## config.mk

```make
export PLATFORM = sky130hd
export DESIGN_NAME = otp_lock_seq
export DESIGN_NICKNAME = d
export VERILOG_FILES = /design/src/rtl/otp_lock_pkg.sv /design/src/rtl/otp_lock_ctrl.sv /design/src/rtl/otp_lock_dp.sv /design/src/rtl/otp_lock_seq.sv
export SDC_FILE = /design/constraint.sdc
export NUM_CORES = 1
export LEC_CHECK = 0
export BUFFER_PORTS_ARGS = -buffer_cell sky130_fd_sc_hd__buf_2
export CORE_MARGIN = 2
export CORE_UTILIZATION = 45
export CTS_CLUSTER_DIAMETER = 40
export CTS_CLUSTER_SIZE = 8
export DETAILED_ROUTE_END_ITERATION = 10
export PLACE_DENSITY = 0.74
export SLEW_MARGIN = 20
export SYNTH_ARGS = -nofsm -noshare
export SYNTH_HDL_FRONTEND = slang
export SYNTH_SLANG_ARGS = --single-unit
export TNS_END_PERCENT = 100
```

## constraint.sdc

```tcl
create_clock -name clk -period 3.5 [get_ports clk]
set_input_delay 0.35 -clock clk [delete_from_list [all_inputs] [get_ports clk]]
set_output_delay 0.35 -clock clk [all_outputs]
set_load 0.005 [all_outputs]
```

## src/rtl/otp_lock_pkg.sv

```systemverilog
package otp_lock_pkg;

  // Register map and bit positions the peripheral decodes
  localparam logic [7:0] AddrLockByte = 8'hFA;
  localparam logic [7:0] AddrConfig   = 8'h4C;
  localparam logic [7:0] AddrControl  = 8'h4F;
  localparam logic [7:0] AddrStatus   = 8'h50;
  localparam logic [7:0] LockByteVal  = 8'hFF;
  localparam int EnableBit  = 0;
  localparam int CommandBit = 2;
  localparam int LockGoodBit  = 2;
  localparam int CheckGoodBit = 3;

  typedef enum logic [2:0] {
    TX_NONE, TX_LOCKBYTE, TX_CFG_RD, TX_CFG_WR,
    TX_CMD_RD, TX_CMD_WR, TX_POLL_RD, TX_STAT_RD
  } txn_e;

  typedef struct packed {
    txn_e txn;
    logic runStart;
    logic attemptInc;
    logic pollInc;
    logic pollClr;
    logic setDone;
    logic setFail;
  } dpCtrl_t;

endpackage

```

## src/rtl/otp_lock_ctrl.sv

```systemverilog
module otp_lock_ctrl
  import otp_lock_pkg::*;
(
  input  logic    clk,
  input  logic    rstN,
  input  logic    start,
  input  logic    txnAck,
  input  logic    cmdBitSet,
  input  logic    statusGood,
  input  logic    lastAttempt,
  input  logic    pollExhausted,
  output dpCtrl_t ctl,
  output logic    busy
);

  typedef enum logic [2:0] {
    S_IDLE, S_LOCKBYTE, S_CFG_RD, S_CFG_WR, S_CMD_RD, S_CMD_WR, S_POLL, S_STAT
  } state_e;

  state_e state, stateNext;

  always_ff @(posedge clk) begin
    if (!rstN) state <= S_IDLE;
    else       state <= stateNext;
  end

  always_comb begin
    ctl       = '0;
    stateNext = state;
    unique case (state)
      S_IDLE: begin
        if (start) begin
          ctl.runStart = 1'b1;
          stateNext    = S_LOCKBYTE;
        end
      end
      S_LOCKBYTE: begin
        ctl.txn = TX_LOCKBYTE;
        if (txnAck) stateNext = S_CFG_RD;
      end
      S_CFG_RD: begin
        ctl.txn = TX_CFG_RD;
        if (txnAck) stateNext = S_CFG_WR;
      end
      S_CFG_WR: begin
        ctl.txn = TX_CFG_WR;
        if (txnAck) stateNext = S_CMD_RD;
      end
      S_CMD_RD: begin
        ctl.txn = TX_CMD_RD;
        if (txnAck) stateNext = S_CMD_WR;
      end
      S_CMD_WR: begin
        ctl.txn = TX_CMD_WR;
        if (txnAck) begin
          ctl.pollClr = 1'b1;
          stateNext   = S_POLL;
        end
      end
      S_POLL: begin
        ctl.txn = TX_POLL_RD;
        if (txnAck) begin
          if (!cmdBitSet) begin
            stateNext = S_STAT;
          end else if (pollExhausted) begin
            ctl.setFail = 1'b1;
            stateNext   = S_IDLE;
          end else begin
            ctl.pollInc = 1'b1;
          end
        end
      end
      S_STAT: begin
        ctl.txn = TX_STAT_RD;
        if (txnAck) begin
          if (statusGood) begin
            ctl.setDone = 1'b1;
            stateNext   = S_IDLE;
          end else if (lastAttempt) begin
            ctl.setFail = 1'b1;
            stateNext   = S_IDLE;
          end else begin
            ctl.attemptInc = 1'b1;
            stateNext      = S_CMD_RD;
          end
        end
      end
      default: stateNext = S_IDLE;
    endcase
  end

  assign busy = (state != S_IDLE);

endmodule

```

## src/rtl/otp_lock_dp.sv

```systemverilog
module otp_lock_dp
  import otp_lock_pkg::*;
#(
  parameter int ADDR_W       = 8,
  parameter int DATA_W       = 8,
  parameter int MAX_ATTEMPTS = 10,
  parameter int POLL_LIMIT   = 16
) (
  input  logic              clk,
  input  logic              rstN,
  input  dpCtrl_t           ctl,
  input  logic [DATA_W-1:0] busRdata,
  input  logic              busReady,
  output logic [ADDR_W-1:0] busAddr,
  output logic [DATA_W-1:0] busWdata,
  output logic              busWe,
  output logic              busRe,
  output logic              txnAck,
  output logic              cmdBitSet,
  output logic              statusGood,
  output logic              lastAttempt,
  output logic              pollExhausted,
  output logic              done,
  output logic              fail
);

  localparam int ATTEMPT_W = $clog2(MAX_ATTEMPTS + 1);
  localparam int POLL_W    = $clog2(POLL_LIMIT + 1);

  logic [DATA_W-1:0]    shadow;
  logic [ATTEMPT_W-1:0] attemptCnt;
  logic [POLL_W-1:0]    pollCnt;

  // Request decode from the transaction code
  always_comb begin
    busAddr  = '0;
    busWdata = '0;
    busWe    = 1'b0;
    busRe    = 1'b0;
    unique case (ctl.txn)
      TX_LOCKBYTE: begin
        busAddr  = ADDR_W'(AddrLockByte);
        busWdata = DATA_W'(LockByteVal);
        busWe    = 1'b1;
      end
      TX_CFG_RD: begin
        busAddr = ADDR_W'(AddrConfig);
        busRe   = 1'b1;
      end
      TX_CFG_WR: begin
        busAddr  = ADDR_W'(AddrConfig);
        busWdata = shadow | (DATA_W'(1) << EnableBit);
        busWe    = 1'b1;
      end
      TX_CMD_RD, TX_POLL_RD: begin
        busAddr = ADDR_W'(AddrControl);
        busRe   = 1'b1;
      end
      TX_CMD_WR: begin
        busAddr  = ADDR_W'(AddrControl);
        busWdata = shadow | (DATA_W'(1) << CommandBit);
        busWe    = 1'b1;
      end
      TX_STAT_RD: begin
        busAddr = ADDR_W'(AddrStatus);
        busRe   = 1'b1;
      end
      default: ;
    endcase
  end

  assign txnAck        = (busWe || busRe) && busReady;
  assign cmdBitSet     = busRdata[CommandBit];
  assign statusGood    = busRdata[LockGoodBit] && busRdata[CheckGoodBit];
  assign lastAttempt   = (attemptCnt == ATTEMPT_W'(MAX_ATTEMPTS));
  assign pollExhausted = (pollCnt == POLL_W'(POLL_LIMIT - 1));

  always_ff @(posedge clk) begin
    if (!rstN) begin
      shadow     <= '0;
      attemptCnt <= '0;
      pollCnt    <= '0;
      done       <= 1'b0;
      fail       <= 1'b0;
    end else begin
      if (txnAck && (ctl.txn == TX_CFG_RD || ctl.txn == TX_CMD_RD))
        shadow <= busRdata;
      if (ctl.runStart)        attemptCnt <= ATTEMPT_W'(1);
      else if (ctl.attemptInc) attemptCnt <= attemptCnt + 1'b1;
      if (ctl.pollClr)         pollCnt <= '0;
      else if (ctl.pollInc)    pollCnt <= pollCnt + 1'b1;
      if (ctl.runStart) begin
        done <= 1'b0;
        fail <= 1'b0;
      end else begin
        if (ctl.setDone) done <= 1'b1;
        if (ctl.setFail) fail <= 1'b1;
      end
    end
  end

endmodule

```

## src/rtl/otp_lock_seq.sv

```systemverilog
module otp_lock_seq
  import otp_lock_pkg::*;
#(
  parameter int ADDR_W       = 8,
  parameter int DATA_W       = 8,
  parameter int MAX_ATTEMPTS = 10,
  parameter int POLL_LIMIT   = 16
) (
  input  logic              clk,
  input  logic              rstN,
  input  logic              start,
  output logic [ADDR_W-1:0] busAddr,
  output logic [DATA_W-1:0] busWdata,
  output logic              busWe,
  output logic              busRe,
  input  logic [DATA_W-1:0] busRdata,
  input  logic              busReady,
  output logic              busy,
  output logic              done,
  output logic              fail
);

  dpCtrl_t ctl;
  logic txnAck, cmdBitSet, statusGood, lastAttempt, pollExhausted;

  otp_lock_ctrl u_ctrl (
    .clk(clk), .rstN(rstN), .start(start), .txnAck(txnAck),
    .cmdBitSet(cmdBitSet), .statusGood(statusGood),
    .lastAttempt(lastAttempt), .pollExhausted(pollExhausted),
    .ctl(ctl), .busy(busy)
  );

  otp_lock_dp #(
    .ADDR_W(ADDR_W), .DATA_W(DATA_W),
    .MAX_ATTEMPTS(MAX_ATTEMPTS), .POLL_LIMIT(POLL_LIMIT)
  ) u_dp (
    .clk(clk), .rstN(rstN), .ctl(ctl), .busRdata(busRdata), .busReady(busReady),
    .busAddr(busAddr), .busWdata(busWdata), .busWe(busWe), .busRe(busRe),
    .txnAck(txnAck), .cmdBitSet(cmdBitSet), .statusGood(statusGood),
    .lastAttempt(lastAttempt), .pollExhausted(pollExhausted),
    .done(done), .fail(fail)
  );

endmodule

```

Word level (Yosys, flattened, before mapping):

Index checks and enable logic that the tools add are counted.

* flip-flop bits (word level): 22
* input bits: 12
* output and inout bits: 21
* word-level logic and storage cells: 91

* add/sub/neg operators: 2
* equal/unequal tests: 25
* multiplexer cells: 41
* bitwise gates (word level): 1
* reduce and logical (&&, ||, !) cells: 15

Operator list (number)
* 3-bit 2-to-1 mux: 12
* 8-bit one-hot mux with 4 select lines: 1
* 3-bit == test (second input constant): 8
* 3-bit one-hot mux with 8 select lines: 1
* 8-bit one-hot mux with 3 select lines: 1
* 1-bit 2-to-1 mux: 23
* 3-bit one-hot mux with 7 select lines: 1
* 2-bit by 1-bit != test with 1-bit output (second input constant): 7
* 3-bit by 2-bit == test with 1-bit output (second input constant): 4
* 9-bit AND reduction: 1
* 3-bit by 1-bit == test with 1-bit output (second input constant): 2
* 2-bit OR reduction: 3
* 3-bit OR reduction: 2
* 5-bit by 1-bit adder with 5-bit output (second input constant): 1
* 5-bit by 4-bit == test with 1-bit output (second input constant): 1
* 4-bit by 1-bit adder with 4-bit output (second input constant): 1
* 4-bit == test (second input constant): 1
* 4-bit OR reduction: 1
* 1-bit logical AND: 3
* 3-bit logical NOT: 1
* 3-bit != test (second input constant): 1
* 3-bit nonzero test: 1
* 1-bit logical OR: 2
* 2-bit 2-to-1 mux: 1
* other kinds (4): 4

Longest topological paths before layout:

Gate-level depths: netlist of the first run.

* depth in word-level cells: 11
* depth in mapped cells: 7
* depth with buffers taken out: 7

Cells and area by module:

From an unflattened synthesis of the first run, not the netlist that was laid out.

* cells, all modules: 153
* area, all modules: 1308.8 sq um

Modules (own cells, without submodules)
* otp_lock_dp: times used 1, cells each 114, area each 1002.2 sq um, sequential area each 380.4 sq um
* otp_lock_ctrl: times used 1, cells each 39, area each 306.5 sq um, sequential area each 60.1 sq um

Worst setup path after synthesis of the first run:

OpenSTA, ideal clock, no wires.

* path kind: register to register
* start: reg u_dp.pollCnt[0]
* end: reg u_dp.pollCnt[1]
* setup time: 0.133 ns
* arrival: 1.539 ns
* data required time: 3.367 ns
* setup slack: 1.829 ns
* cell stages (with the launch flop): 8
* buffers on the path: 0
* clock period less this slack: 1.671 ns
* cell sequence: dfxtp_1 -> ha_1 -> and3_1 -> ha_1 -> nand2b_1 -> nor3_4 -> mux2i_1 -> nor2_1

* longest elaborated chain between the ends: 5
* elaborated cells on any way between the ends: 6
* classes of those cells: add/sub: 1; eq/ne: 1; mux: 4

RTL lines
* start: declaration: RTL line otp_lock_dp.sv:32 `logic [POLL_W-1:0] pollCnt;`
* start signal: assignment: RTL line otp_lock_dp.sv:91 `else if (ctl.pollInc) pollCnt <= pollCnt + 1'b1;`
* 5-bit by 4-bit == test with 1-bit output: RTL line otp_lock_dp.sv:76 `assign pollExhausted = (pollCnt == POLL_W'(POLL_LIMIT - 1));`
* 1-bit 2-to-1 mux: RTL line otp_lock_ctrl.sv:65 `end else if (pollExhausted) begin`
* 1-bit 2-to-1 mux: RTL line otp_lock_ctrl.sv:63 `if (!cmdBitSet) begin`
* 1-bit 2-to-1 mux: RTL line otp_lock_ctrl.sv:62 `if (txnAck) begin`
* 1-bit 2-to-1 mux: RTL line otp_lock_ctrl.sv:30 `unique case (state)`

Several ways; a longest one is shown, not always the timed one.
A chain may end at the register's enable or synchronous reset.

Worst setup path after layout of the first run:

* start: reg u_ctrl.state[2]
* end: out busWdata[2]

* longest elaborated chain between the ends: 4
* elaborated cells on any way between the ends: 12
* classes of those cells: eq/ne: 10; mux: 2

RTL lines
* start: declaration: RTL line otp_lock_ctrl.sv:20 `state_e state, stateNext;`
* start signal: assignment: RTL line otp_lock_ctrl.sv:24 `else state <= stateNext;`
* 3-bit == test (tied with other cells): RTL line otp_lock_ctrl.sv:30
* 3-bit one-hot mux with 7 select lines (*): RTL line otp_lock_ctrl.sv:30
* 3-bit == test (tied with other cells): RTL line otp_lock_dp.sv:40 `unique case (ctl.txn)`
* 8-bit one-hot mux with 3 select lines (*): RTL line otp_lock_dp.sv:40
* end: declaration: RTL line otp_lock_seq.sv:13 `output logic [DATA_W-1:0] busWdata,`

Every way passes the cells marked *; elsewhere a longest branch is shown, timed or not.

==> results of run 1 <==
-- layer usage --
| layer | global-route usage (%) | wire [um] | up-vias |
|---|---|---|---|
| li1 | - | - | 577 |
| met1 | 22.3 | 1240 | 549 |
| met2 | 30.8 | 1390 | 24 |
| met3 | 3.17 | 108 | 2 |
| met4 | 3.99 | 18 | 0 |
| met5 | 0 | 0 | - |
-- flip-flops by register name (all words and copies together), names as in the netlist --
signal	cells
u_dp.fail	1
u_dp.done	1
u_dp.attemptCnt	4
u_ctrl.state	3
u_dp.shadow	8
u_dp.pollCnt	5
-- cell families after synthesis --
kind of cell / synth area share (%)
flip-flops: 34.3
AND/OR/NAND/NOR: 27.0
buffers and inverters: 7.12
multiplexers: 7.02
adder cells (fa/ha/maj): 6.24
XOR/XNOR: 4.78
AO/OA/AOI/OAI: 13.5
-- worst paths after layout --
kind                                startpoint                           end  slack (ps)  depth (start not counted)
setup / recovery  u_ctrl.state[2]$_SDFFE_PN0P_                   busWdata[2]        1380                          4
hold / removal                     busRdata[6]   u_dp.shadow[6]$_SDFFE_PN0P_         310                          3
setup reg to reg  u_dp.pollCnt[0]$_SDFFE_PP0P_  u_dp.pollCnt[4]$_SDFFE_PP0P_        1590                          7
hold reg to reg         u_dp.fail$_SDFFE_PP0P_        u_dp.fail$_SDFFE_PP0P_         500                          2
-- power groups by stage --
| stage | registers [W] | logic [W] | clock network, W |
|---|---|---|---|
| CTS | 0.000283 | 0.000151 | 0.000146 |
| finish | 0.000284 | 0.000149 | 0.000139 |
| detailed placement | 0.000289 | 0.000150 | 0 |
| global placement | 0.000288 | 0.000147 | 0 |
| floorplan | 0.000273 | 0.000111 | 0 |
| global route | 0.000287 | 0.000167 | 0.000159 |
-- cells in the final DEF (no fill, tap or decap), types with 3 or more instances in the layout --
| cell type | Yosys | layout |
|---|---|---|
| nand2_1 | 7 | 7 |
| inv_1 | 12 | 12 |
| mux2i_1 | 9 | 9 |
| xnor2_1 | 5 | 5 |
| dfxtp_1 | 22 | 22 |
| a21oi_1 | 8 | 8 |
| a21boi_0 | 3 | 3 |
| buf_2 | 4 | 32 |
| maj3_1 | 3 | 3 |
| nor2_1 | 23 | 23 |
| nor2b_1 | 8 | 8 |
| and3_1 | 4 | 4 |
| nand3_1 | 6 | 6 |
| ha_1 | 4 | 4 |
| o21ai_0 | 5 | 5 |
| clkbuf_4 | 0 | 3 |
-- stage by stage --
step	hold WS [ps]	util, %
after global routing	306	53.8
after global placement	451	52.5
after detailed placement	475	52.5
final	311	53.8
after floorplan	465	-
after CTS	302	53.8
-- worst reg2reg max path, cell delays in order, from the launching register on --
cell,delay [ps]
dfxtp_1,360
ha_1,220
and3_1,190
ha_1,220
nand2b_1,240
nor3_4,260
nor2_1,80
a211oi_1,240
-- Yosys cell counts, types with 2 or more instances --
library cell | n | share of area [%]
nand3_1 | 6 | 2.3
nor2_1 | 23 | 6.7
a31oi_1 | 2 | 0.98
xnor2_1 | 5 | 3.4
inv_1 | 12 | 3.5
nor3_1 | 2 | 0.78
mux2i_1 | 9 | 7.0
xor2_1 | 2 | 1.4
nor4_2 | 2 | 2.0
and3_1 | 4 | 2.0
a21oi_1 | 8 | 3.1
ha_1 | 4 | 3.9
a21boi_1 | 2 | 1.2
a211oi_1 | 2 | 1.2
nand2b_1 | 2 | 0.98
o21ai_0 | 5 | 2.0
buf_2 | 4 | 1.6
a21boi_0 | 3 | 1.8
maj3_1 | 3 | 2.3
dfxtp_1 | 22 | 34
nand2_1 | 7 | 2.0
buf_4 | 3 | 1.8
nor2b_1 | 8 | 3.9
-- area by class of cell --
type / instances / area share, %
inverters: 12 / 3.06
clock buffers: 4 / 2.47
flip-flops and latches: 22 / 29.9
multi-input cells: 113 / 51.0
well taps: 31 / 2.64
repair buffers: 32 / 10.9
==> out/qor.yml, run 1 <==
netlist_area_um2: 1280
vdd.ir_drop.worst_mv: 0.222
avgSynthCellArea_um2: 8.27
timing.slew.headroom_pct: 56.0
post_layout_power_w: 0.000572
max_slew.worst_pin.slew_ps: 660
die-area_um2: 3290
max_buffers_root_to_sink: 2
deepest_level_of_the_cts_h_tree: 1
max_freq_ghz: 0.473
worstPathMaxFanout: 21
pre_cts_slack_ps: 1630
cp_data_arrival_time_ps: 1770
fin_worst_skew_ps: 3.31
worstSkewPairLatency_ps: 300
timing.critical_path.from_type: "flop"
route.antenna.remaining_nets: 0
routabilityCongestion: 0.770
power.leakage_nw: 0.627
dieHeight_um: 57.4
routed_wl_um: 2770
diodes: 0
share_seq_of_total_power_pct: 49.6
place_hpwl_um: 2050
power_frac_comb_pct: 26.1
clk_pin_slew_worst_paths_ps: 120
final_area_um2: 1470
timing.setup.critical_path_class: "reg -> out"
initial_core_util_pct: 46.9
required_time_worst_endpoint_ps: 3150
highest_cell_delay_on_the_worst_timing_path_ps: 770
dr.pass1.iters: 4
detail_route.iter0.violations: 46
hold_violations: 0
critical-path-slowest-cell: "dfxtp_1"
synth_seq_area_share_pct: 34.3
synth.ff_latch_count: 22
yosys_warnings: 0
final_critical_path_setup_slack_ps: 1380
area_growth_syn_to_layout_pct: 14.7
dp.cells: 210
portBuffers: 32
final-setup-viol-count: 0
critical_path.endpoint_type: "output port"
grt.total_usage_pct: 17.6
post_cts_buffers: 0
post_route_cells_drive_above_1_share_pct: 24.0
postSynthNetCount: 171
ctsHoldBuffers: 0
cap_violations: 0
clock-sinks: 22
status: "complete, no violations"
std_cell_rows: 19
synth_enable_flop_cells: 0
final_cell_count_without_fillers: 214
internal_power_w: 0.000395
grt_pass1_vias: 1051
area_used_by_multi_input_combinational_logic_um2: 751
async_reset_ff_share_pct: 0
timing.critical_path.mode_cell: "nand2_1"
filler_cell_count: 264
chain_of_cells_forming_the_critical_path: "nand2_1, nand2_1, a21oi_1, buf_2"
cts-buffers-inserted: 3
vias_per_cell: 5.38
power.share.clock_pct: 24.3
antenna_found_initial: 0
clock_tree_from_tritoncts: "built"
critPathBufInv: 1
nets: 200
final_period_minus_worst_setup_slack_ps: 2120
grt_start_max_net_pins: 22
timing.hold.worst.class: "in -> reg"
post_cts_gate_resize_count: 0
core_um2: 2730
tns_ps: 0
power_density_nw_per_um2: 389
wire_length_of_the_first_global_routing_pass_um: 4660
synthDistinctLibCells: 38
boundary_pin_count: 33
switching_power_w: 0.000177
final_number_of_max_transition_violations: 0
vias: 1152
power.share.switching_pct: 31.0
post_synth_inst_count: 155
area_used_by_sequential_logic_in_the_layout_um2: 440
postPlaceCellArea_um2: 1440
floorplan.die.width_um: 57.4
rsz_0062_raised_after_global_routing: "no"
critical_path.top_delay_family: "flip-flops"
cts_root_buffer: "clkbuf_4"
drc: 0
wl_per_cell_um: 12.9
grt.overflow.total: 0
yosys_most_used_dff: "dfxtp_1"
post-route-period-util_pct: 60.5
Note: power is estimated with default switching activity, not from simulation.
==> inputs of run 2 (changes only) <==
==> constraint.sdc (replaced) <==
create_clock -name clk -period 2.1 [get_ports clk]
set_input_delay 0.21 -clock clk [delete_from_list [all_inputs] [get_ports clk]]
set_output_delay 0.21 -clock clk [all_outputs]
set_load 0.005 [all_outputs]
==> run 2 against run 1 <==
  * Power up 69%
  * Critical path depth down 1
  * Clock power is 69% higher
  * Sequential share of layout area down 0.45 points
  * Sequential power is 64% higher
  * First-iteration DRC count shrank 20%
  * Final area up 1.5%
  * Non-clock buffer count grew 3
  * Global-route usage shrank 0.26 points
  * Largest power group unchanged
  * Hold slack lost 150 ps
  * Critical endpoint is now busRe
  * Highest routed layer unchanged
==> out/qor.yml, run 2 (synthesis gave the netlist of run 1 again) <==
grt.overflow.total: 0  # unchanged
power.share.switching_pct: 31.1  # +0.081 points
hold_violations: 0  # unchanged
cts_root_buffer: "clkbuf_4"
timing.critical_path.from_type: "flop"
switching_power_w: 0.000300  # +69%
max_slew.worst_pin.slew_ps: 572  # -87.8 ps
grt_start_max_net_pins: 18  # -18%
clk_pin_slew_worst_paths_ps: 120  # about the same
internal_power_w: 0.000665  # +68%
wire_length_of_the_first_global_routing_pass_um: 4600  # -1.5%
area_growth_syn_to_layout_pct: 16.5
post-route-period-util_pct: 92.6
status: "complete, no violations"
dr.pass1.iters: 4  # unchanged
core_um2: 2730  # unchanged
fin_worst_hold_slack_ps: 158  # -153 ps
final_common_cell: "buf_2"
clock_tree_from_tritoncts: "built"
grt.total_usage_pct: 17.3  # -0.26 points
power.share.clock_pct: 24.4  # about the same
critPathLaunch: "u_ctrl.state[0]$_SDFFE_PN0P_"
dieHeight_um: 57.4  # unchanged
deepest_level_of_the_cts_h_tree: 1  # unchanged
routabilityCongestion: 0.783  # +1.6%
final_number_of_max_transition_violations: 0  # unchanged
power_density_nw_per_um2: 646  # +66%
share_seq_of_total_power_pct: 48.3  # -1.3 points
r2r-start: "u_dp.pollCnt[0]$_SDFFE_PP0P_"
drc: 0  # unchanged
reg.largest.list: "u_dp.shadow x8, u_dp.pollCnt x5, u_dp.attemptCnt x4"
detail_route.iter0.violations: 37  # -20%
tns_ps: 0  # unchanged
antenna_found_initial: 0  # unchanged
timing.slew.headroom_pct: 61.5  # +5.5 points
power_frac_comb_pct: 27.3  # +1.2 points
std_cell_rows: 19  # unchanged
final_period_minus_worst_setup_slack_ps: 1940
cp_data_arrival_time_ps: 1730  # -40 ps
boundary_pin_count: 33  # unchanged
cap_violations: 0  # unchanged
diodes: 0  # unchanged
final_critical_path_setup_slack_ps: 156  # -1230 ps
initial_core_util_pct: 46.9  # unchanged
nets: 203  # +1.5%
ctsHoldBuffers: 0  # unchanged
fin_worst_skew_ps: 0.625  # -2.68 ps
cts-buffers-inserted: 3  # unchanged
filler_cell_count: 257  # -2.7%
reg2reg_depth: 7  # unchanged
post_cts_gate_resize_count: 0  # unchanged
timing.hold.worst.class: "in -> reg"
portBuffers: 32  # unchanged
route.antenna.remaining_nets: 0  # unchanged
routed_wl_um: 2720  # -1.7%
regToRegSetupSlack_ps: 230  # -1360 ps
vias_per_cell: 5.31  # -1.4%
layout_common_cells: "buf_2, nor2_1, dfxtp_1"
power.leakage_nw: 0.643  # +2.6%
wl_per_cell_um: 12.5  # -3.1%
critical_path.endpoint_type: "output port"
setup.worst_path.end: "busRe"
rsz_0062_raised_after_global_routing: "no"
pre_cts_slack_ps: 250  # -1380 ps
largest_register_ff_count: 8  # unchanged
die-area_um2: 3290  # unchanged
floorplan.die.width_um: 57.4  # unchanged
post_route_cells_drive_above_1_share_pct: 25.3  # +1.2 points
worstReg2RegEnd: "u_dp.pollCnt[1]$_SDFFE_PP0P_"
max_buffers_root_to_sink: 2  # unchanged
vdd.ir_drop.worst_mv: 0.309  # +40%
worstSkewPairLatency_ps: 310  # about the same
grt_pass1_vias: 1063  # +1.1%
required_time_worst_endpoint_ps: 1890  # -1260 ps
place_hpwl_um: 2010  # -2.0%
clock-sinks: 22  # unchanged
worstPathMaxFanout: 17  # -19%
vias: 1152  # unchanged
timing.setup.critical_path_class: "reg -> out"
max_freq_ghz: 0.514
regMostFlops: "u_dp.shadow"
post_cts_buffers: 0  # unchanged
final-setup-viol-count: 0  # unchanged
run 2: changes by cell type in the layout (fill, tap and decap cells not counted), sizes merged:
cell | previous run | this run
buf | 32 | 35
run 2: cell type report:
| cell class | instances | area, um^2 | area share [%] |
|---|---|---|---|
| Multi-Input combinational cell | 113 | 751 | 50.3 |
| Sequential cell | 22 | 440 | 29.5 |
| Inverter | 12 | 45.0 | 3.02 |
| Timing Repair Buffer | 35 | 183 | 12.2 |
| Clock buffer | 4 | 36.3 | 2.43 |
| Tap cell | 31 | 38.8 | 2.60 |
run 2: per-layer routing:
layer	up-vias	track usage, %	share of wire, %
met1	539	22.7	48
met4	0	4.98	1.1
met5	-	0	0
li1	584	-	-
met2	24	29.4	48
met3	5	2.72	3.4
run 2: how the worst min path moves through the flow:
stage | start | endpoint | slack (ps) | depth (start not counted)
2_1_floorplan | rstN | u_ctrl.state[2]$_SDFFE_PN0P_ | 350 | 2
3_3_place_gp | u_dp.done$_SDFFE_PP0P_ | u_dp.done$_SDFFE_PP0P_ | 450 | 2
3_5_place_dp | u_dp.done$_SDFFE_PP0P_ | u_dp.done$_SDFFE_PP0P_ | 460 | 2
4_1_cts | busRdata[6] | u_dp.shadow[6]$_SDFFE_PN0P_ | 150 | 3
5_1_grt | busRdata[1] | u_dp.shadow[1]$_SDFFE_PN0P_ | 160 | 3
6_report | busRdata[0] | u_dp.shadow[0]$_SDFFE_PN0P_ | 160 | 3
run 2: metrics by stage:
stage                     power, W  area [um^2]  util, %  std cells
after floorplan           0.000641         1280        -        155
after global placement    0.000732         1460     53.3        213
after detailed placement  0.000739         1460     53.3        213
after CTS                 0.000976         1490     54.6        217
after global routing       0.00103         1490     54.6        217
final                     0.000965         1490     54.6        217
run 2: worst max-delay path, stage by stage (launching register included):
cell and delay [ps]:
dfxtp_1 650, inv_1 270, maj3_1 370, buf_2 130
run 2: power by group through the flow:
stage | sequential, W | combinational [W] | clock, W
floorplan | 0.000455 | 0.000185 | 0
global route | 0.000470 | 0.000295 | 0.000264
global placement | 0.000473 | 0.000259 | 0
finish | 0.000466 | 0.000264 | 0.000235
detailed placement | 0.000474 | 0.000264 | 0
CTS | 0.000465 | 0.000266 | 0.000245
